[config.mk]
export PLATFORM = sky130hd
export DESIGN_NAME = ternbal_gate
export DESIGN_NICKNAME = d
export VERILOG_FILES = /design/src/rtl/ternbal_pkg.sv /design/src/rtl/ternbal_letter_dec.sv /design/src/rtl/ternbal_perm_chk.sv /design/src/rtl/ternbal_weigh.sv /design/src/rtl/ternbal_gate.sv
export SDC_FILE = /design/constraint.sdc
export NUM_CORES = 1
export LEC_CHECK = 0
export ABC_AREA = 1
export BUFFER_PORTS_ARGS = -buffer_cell sky130_fd_sc_hd__buf_2
export CELL_PAD_IN_SITES_DETAIL_PLACEMENT = 2
export CELL_PAD_IN_SITES_GLOBAL_PLACEMENT = 2
export CORE_MARGIN = 4
export CORE_UTILIZATION = 31
export DETAILED_ROUTE_END_ITERATION = 8
export PLACE_DENSITY = 0.86
export SLEW_MARGIN = 20
export SYNTH_ARGS = -nofsm -noshare
export SYNTH_HDL_FRONTEND = slang
export SYNTH_SLANG_ARGS = --single-unit
[constraint.sdc]
create_clock -name clk -period 7.6 [get_ports clk]
set_input_delay 0.76 -clock clk [delete_from_list [all_inputs] [get_ports clk]]
set_output_delay 0.76 -clock clk [all_outputs]
set_load 0.02 [all_outputs]
[src/rtl/ternbal_pkg.sv]
package ternbal_pkg;
  localparam int TRIT_W    = 2;
  localparam int RADIX     = 3;
  localparam int TRIPLE_N  = 3;
  localparam int TRIPLE_W  = TRIT_W * TRIPLE_N;
  localparam int SYM_N     = RADIX * RADIX * RADIX;
  localparam int CHAR_W    = 8;
  localparam int CHAR_BASE = 64;

  typedef logic [TRIT_W-1:0] trit_t;

  localparam trit_t TRIT_0   = 2'd0;
  localparam trit_t TRIT_1   = 2'd1;
  localparam trit_t TRIT_2   = 2'd2;
  localparam trit_t TRIT_BAD = 2'd3;

  // first sits in the top bits; its meaning depends on the triple's role
  typedef struct packed {
    trit_t first;
    trit_t second;
    trit_t third;
  } triple_t;
endpackage

[src/rtl/ternbal_letter_dec.sv]
module ternbal_letter_dec
  import ternbal_pkg::*;
#(
  parameter int CW   = CHAR_W,
  parameter int BASE = CHAR_BASE,
  parameter int NSYM = SYM_N
) (
  input  logic [CW-1:0] char_i,
  output triple_t       trip_o,
  output logic          range_bad_o
);
  localparam int IDX_W = $clog2(NSYM);

  logic [CW-1:0]    offset;
  logic [IDX_W-1:0] idx;

  always_comb begin
    offset      = char_i - CW'(BASE);
    range_bad_o = (char_i < CW'(BASE)) || (offset >= CW'(NSYM));
    idx         = range_bad_o ? '0 : offset[IDX_W-1:0];
    trip_o.third  = trit_t'(idx % RADIX);
    trip_o.second = trit_t'((idx / RADIX) % RADIX);
    trip_o.first  = trit_t'(idx / (RADIX * RADIX));
  end

  // a character accepted as in range never decodes to the illegal code
  always_comb begin
    if (range_bad_o == 1'b0) begin
      p_decode_legal_r7: assert (trip_o.first != TRIT_BAD &&
                                 trip_o.second != TRIT_BAD &&
                                 trip_o.third != TRIT_BAD);
    end
  end
endmodule

[src/rtl/ternbal_perm_chk.sv]
module ternbal_perm_chk
  import ternbal_pkg::*;
(
  input  triple_t trip_i,
  output logic    is_perm_o
);
  logic [RADIX-1:0] seen;
  trit_t            cur;

  always_comb begin
    seen = '0;
    for (int k = 0; k < TRIPLE_N; k++) begin
      cur = trip_i[(TRIPLE_N-1-k)*TRIT_W +: TRIT_W];
      case (cur)
        TRIT_0:  seen[0] = 1'b1;
        TRIT_1:  seen[1] = 1'b1;
        TRIT_2:  seen[2] = 1'b1;
        default: ;
      endcase
    end
    is_perm_o = &seen;
  end

  // an accepted triple has three distinct entries
  always_comb begin
    if (is_perm_o == 1'b1) begin
      p_perm_distinct_r6: assert (trip_i.first != trip_i.second &&
                                  trip_i.first != trip_i.third &&
                                  trip_i.second != trip_i.third);
    end
  end
endmodule

[src/rtl/ternbal_weigh.sv]
module ternbal_weigh
  import ternbal_pkg::*;
(
  input  trit_t   x_i,
  input  trit_t   z_i,
  input  triple_t pan_i,
  input  triple_t wt_i,
  output trit_t   res_o
);
  function automatic logic [1:0] rank_of(input triple_t w, input trit_t v);
    if (w.first == v)       return 2'd0;
    else if (w.second == v) return 2'd1;
    else                    return 2'd2;
  endfunction

  logic [1:0] rank_x, rank_z;

  always_comb begin
    rank_x = rank_of(wt_i, x_i);
    rank_z = rank_of(wt_i, z_i);
    if (rank_x > rank_z)      res_o = pan_i.first;
    else if (rank_z > rank_x) res_o = pan_i.third;
    else                      res_o = pan_i.second;
  end
endmodule

[src/rtl/ternbal_gate.sv]
module ternbal_gate
  import ternbal_pkg::*;
#(
  parameter int CW   = CHAR_W,
  parameter int BASE = CHAR_BASE
) (
  input  logic                clk,
  input  logic                rst,
  input  logic [TRIT_W-1:0]   x_i,
  input  logic [TRIT_W-1:0]   y_i,
  input  logic [TRIT_W-1:0]   z_i,
  input  logic                use_letters_i,
  input  logic [TRIPLE_W-1:0] pan_trits_i,
  input  logic [TRIPLE_W-1:0] weight_trits_i,
  input  logic [CW-1:0]       pan_char_i,
  input  logic [CW-1:0]       weight_char_i,
  output logic [TRIT_W-1:0]   result_o,
  output logic                fault_o
);
  localparam int CFG_N = 2;  // slot 0: pan values, slot 1: weight order

  logic [CW-1:0]    char_in  [CFG_N];
  triple_t          trip_in  [CFG_N];
  triple_t          let_trip [CFG_N];
  triple_t          eff_trip [CFG_N];
  logic [CFG_N-1:0] let_bad;
  logic [CFG_N-1:0] perm_ok;

  assign char_in[0] = pan_char_i;
  assign char_in[1] = weight_char_i;
  assign trip_in[0] = pan_trits_i;
  assign trip_in[1] = weight_trits_i;

  for (genvar s = 0; s < CFG_N; s++) begin : g_slot
    ternbal_letter_dec #(
      .CW   (CW),
      .BASE (BASE),
      .NSYM (SYM_N)
    ) u_dec (
      .char_i      (char_in[s]),
      .trip_o      (let_trip[s]),
      .range_bad_o (let_bad[s])
    );

    assign eff_trip[s] = use_letters_i ? let_trip[s] : trip_in[s];

    ternbal_perm_chk u_perm (
      .trip_i    (eff_trip[s]),
      .is_perm_o (perm_ok[s])
    );
  end

  trit_t raw_res;
  trit_t axle_val;
  logic  cfg_bad, operand_bad, next_fault;

  ternbal_weigh u_weigh (
    .x_i   (x_i),
    .z_i   (z_i),
    .pan_i (eff_trip[0]),
    .wt_i  (eff_trip[1]),
    .res_o (raw_res)
  );

  assign axle_val    = eff_trip[0].second;
  assign cfg_bad     = (use_letters_i && (|let_bad)) || !(&perm_ok);
  assign operand_bad = (x_i == TRIT_BAD) || (z_i == TRIT_BAD);
  assign next_fault  = cfg_bad || operand_bad;

  always_ff @(posedge clk) begin
    if (rst) begin
      result_o <= TRIT_0;
      fault_o  <= 1'b0;
    end else begin
      result_o <= next_fault ? TRIT_1 : raw_res;
      fault_o  <= next_fault;
    end
  end

  // the first edge after reset shows the cleared outputs
  p_reset_state_r10: assert property (@(posedge clk) disable iff (rst)
    $fell(rst) |-> (result_o == TRIT_0 && !fault_o));

  // a flagged cycle always carries the default value
  p_fault_default_r6: assert property (@(posedge clk) disable iff (rst)
    fault_o |-> result_o == TRIT_1);

  // the output never carries the illegal code
  p_result_legal_r5: assert property (@(posedge clk) disable iff (rst)
    result_o != TRIT_BAD);

  // an illegal operand is flagged on the next edge
  p_bad_operand_r9: assert property (@(posedge clk) disable iff (rst)
    (x_i == TRIT_BAD || z_i == TRIT_BAD) |=> (fault_o && result_o == TRIT_1));

  // equal operands under a legal setup give the axle value
  p_balance_axle_r3: assert property (@(posedge clk) disable iff (rst)
    (!next_fault && x_i == z_i) |=> result_o == $past(axle_val));

  // a change on y alone leaves the outputs unchanged
  p_y_ignored_r4: assert property (@(posedge clk) disable iff (rst)
    (!$past(rst) && $changed(y_i) && $stable(x_i) && $stable(z_i) &&
     $stable(use_letters_i) && $stable(pan_trits_i) && $stable(weight_trits_i) &&
     $stable(pan_char_i) && $stable(weight_char_i))
    |=> ($stable(result_o) && $stable(fault_o)));
endmodule

==> flow_metrics.py <==
metrics = {
    "synthesis": {
        "yosysWarnings": 0,
        "synthDistinctLibCells": 47,
        "yosysSeqAreaShare": 0.0153,
        "syn_inst": 730,
        "netlist_area_um2": 3930,
        "synth_top_area_frac": 0.205,
        "yosys.area.top_type": "nand2_1",
        "ys_ff_latch": 3,
        "synthArstFlopShare": 0,
        "synth_area_leaders": "nand2_1 (21%), ha_1 (14%), inv_1 (10%), nor2_1 (8.5%), nand3_1 (5.7%)",
        "postSynthAreaPerCell_um2": 5.39,
        "synth_edf_count": 0,
        "synth-main-ff-cell": "dfxtp_1",
    },
    "grt": {
        "grt_pass1_wl_mm": 30.1,
        "antenna_found_initial": 0,
        "grt_pass1_vias": 5767,
        "grt_overflow": 0,
        "grtUsageTotal": 0.254,
        "grt_max_degree": 45,
    },
    "drt": {
        "ant_nets": 0,
        "drt-pass1-iter-count": 4,
        "num_vias": 5054,
        "viasPerCell": 5.35,
        "wire_per_inst_um": 19.4,
        "drtIter0Drc": 239,
        "wl_mm": 18.3,
        "drcViolationCount": 0,
    },
    "pwr": {
        "pwr-share-comb": 0.736,
        "p_int_uw": 181,
        "p_leak_nw": 2.59,
        "power_density_nw_per_um2": 91.1,
        "clkPwrFrac": 0.218,
        "fin_total_pwr_uw": 400,
        "irDropWorstVdd_uv": 56.1,
        "sw_frac_of_total": 0.549,
        "pwr-share-seq": 0.045,
        "p_sw_uw": 220,
    },
    "critical_path": {
        "crit_path_end_kind": "register",
        "cp.required_ps": 7710,
        "critPathMaxStageDelay_ps": 410,
        "setup.worst_path.class": "in -> reg",
        "path_common_cell": "nand2_1",
        "crit_fanout": 21,
        "critPathSlowestCell": "o21ai_0",
        "crit_path_start_kind": "primary input",
        "arrival_ps": 7050,
    },
    "clock_tree": {
        "cts_max_path_buffers": 2,
        "cts_made_buffers": 3,
        "ctsResizeCount": 0,
        "clock-root-buffer": "clkbuf_16",
        "clk_pin_slew_worst_paths_ps": 30,
        "cts_tree": "yes",
        "clkSinkCount": 3,
        "h-tree-depth": 1,
        "cts_hold_buf": 0,
        "post_cts_buffers": 0,
    },
    "min_path": {
        "hp-start": "rst",
        "hold_path.class": "in -> reg",
        "whs_path_depth": 4,
        "hold_end": "result_o[1]",
    },
    "layout": {
        "layout.nets": 859,
        "syn_to_final_growth_pct": 11.6,
        "drive_gt1_frac": 0.133,
        "most-common-layout-cells": "nand2_1 (215), inv_1 (108), nor2_1 (89), nand3_1 (45), o21ai_0 (45)",
        "fin_area_um2": 4390,
        "antenna_cells": 0,
        "final_common_cell": "nand2_1",
    },
    "flow_run": {
        "drv_cap": 0,
    },
    "placed_design": {
        "postPlaceCellArea_um2": 4310,
        "dp_hpwl_mm": 13.6,
        "routabilityCongestion": 0.884,
        "io_buffers": 37,
    },
    "die": {
        "initial_utilization": 0.322,
        "coreArea_um2": 12200,
        "rows": 40,
        "io_pins": 40,
        "die_height_um": 121,
        "fp.dieW_um": 121,
        "die_area_um2": 14600,
    },
    "timing": {
        "hold_viol": 0,
        "holdWs_ps": 837,
        "slew-limit-headroom": 0.433,
        "fmax_mhz": 144,
        "fin_crit_ps": 6930,
        "worst_pin_slew_ps": 840,
        "finalSetupTns_ps": 0,
        "setup_viol": 0,
        "drv_slew": 0,
        "finalCritPeriodShare": 0.912,
        "rsz0062_at_grt": "no",
    },
    "run_status": {
        "status": "completed",
    },
}
-- flip-flops by register name, summed over array words and instances (netlist names) --
name / cells
fault_o: 1
result_o: 2
-- kinds of logic (layout without fill, tap and decap cells) --
group           Yosys count  in the layout  synth area share
mux                       1              1           0.00572
buf+inv                 130            160             0.135
xor+xnor                 19             19            0.0423
simple gates            430            430             0.508
flops                     3              3            0.0153
fa+ha+maj                44             44             0.140
other cells               1             18          0.000953
compound gates          102            102             0.153
-- worst max-delay path by stage --
stage          depth (start not counted)              from  slack (ps)          end
6_report                              36     pan_char_i[6]         670  result_o[0]
2_1_floorplan                         41  weight_char_i[0]        1850  result_o[1]
5_1_grt                               36     pan_char_i[6]         120  result_o[0]
4_1_cts                               36     pan_char_i[6]         730  result_o[0]
3_5_place_dp                          40  weight_char_i[0]         660  result_o[0]
3_3_place_gp                          40  weight_char_i[0]        1030  result_o[1]
-- synthesized netlist by cell type (2+ instances only) --
library cell and instances:
nand3_2 9, inv_1 108, nand4_4 2, o21ai_0 45
xor2_1 12, dfxtp_1 3, nand3_1 45, nor2_1 89
nor3b_1 3, o22ai_1 3, o41ai_1 9, clkbuf_1 3
nor2_4 2, a22oi_1 2, and2_1 2, o311ai_0 2
nand3b_1 4, nand2_2 12, o21ai_2 2, buf_2 4
nor2_2 14, nor3_1 2, a31oi_1 2, nand2_1 215
inv_2 8, buf_6 5, nand4_1 19, o31ai_1 3
ha_1 44, clkinv_1 2, o21ai_1 18, xnor2_1 7
or2_2 6, nand4_2 2, a21oi_1 10
-- final cells by class --
class / instances / area, um2
well taps: 168 / 210
repair buffers: 38 / 193
inverters: 118 / 443
multi-input cells: 614 / 3410
flip-flops and latches: 3 / 60.1
fillers: 1648 / 7820
clock buffers: 4 / 78.8
-- power groups by stage --
stage | Sequential [mW] | Clock [mW] | Combinational, mW
global route | 0.0182 | 0.0894 | 0.331
finish | 0.0181 | 0.0874 | 0.295
CTS | 0.0181 | 0.0877 | 0.294
floorplan | 0.0198 | 0 | 0.204
detailed placement | 0.0181 | 0 | 0.283
global placement | 0.0178 | 0 | 0.259
-- worst max-delay path, delay by kind of cell --
| family | cells | cell delay (ps) |
|---|---|---|
| simple gates | 23 | 3700 |
| buf+inv | 5 | 500 |
| xor+xnor | 1 | 170 |
| compound gates | 3 | 870 |
| fa+ha+maj | 4 | 1030 |
-- per-stage QoR --
stage / util / setup slack [ps] / instances
final: 0.360 / 667 / 945
after global placement: 0.353 / 1030 / 941
after detailed placement: 0.353 / 662 / 941
after floorplan: - / 1850 / 747
after global routing: 0.360 / 119 / 945
after CTS: 0.360 / 726 / 945
-- layer usage --
metal  vias up  track usage  share of wire
met1      2474        0.295           0.41
met3        53       0.0159          0.025
met2        97        0.481           0.52
li1       2430            -              -
met4         0        0.103          0.042
met5         -            0              0
No activity file was read; power rests on OpenSTA's default activity.
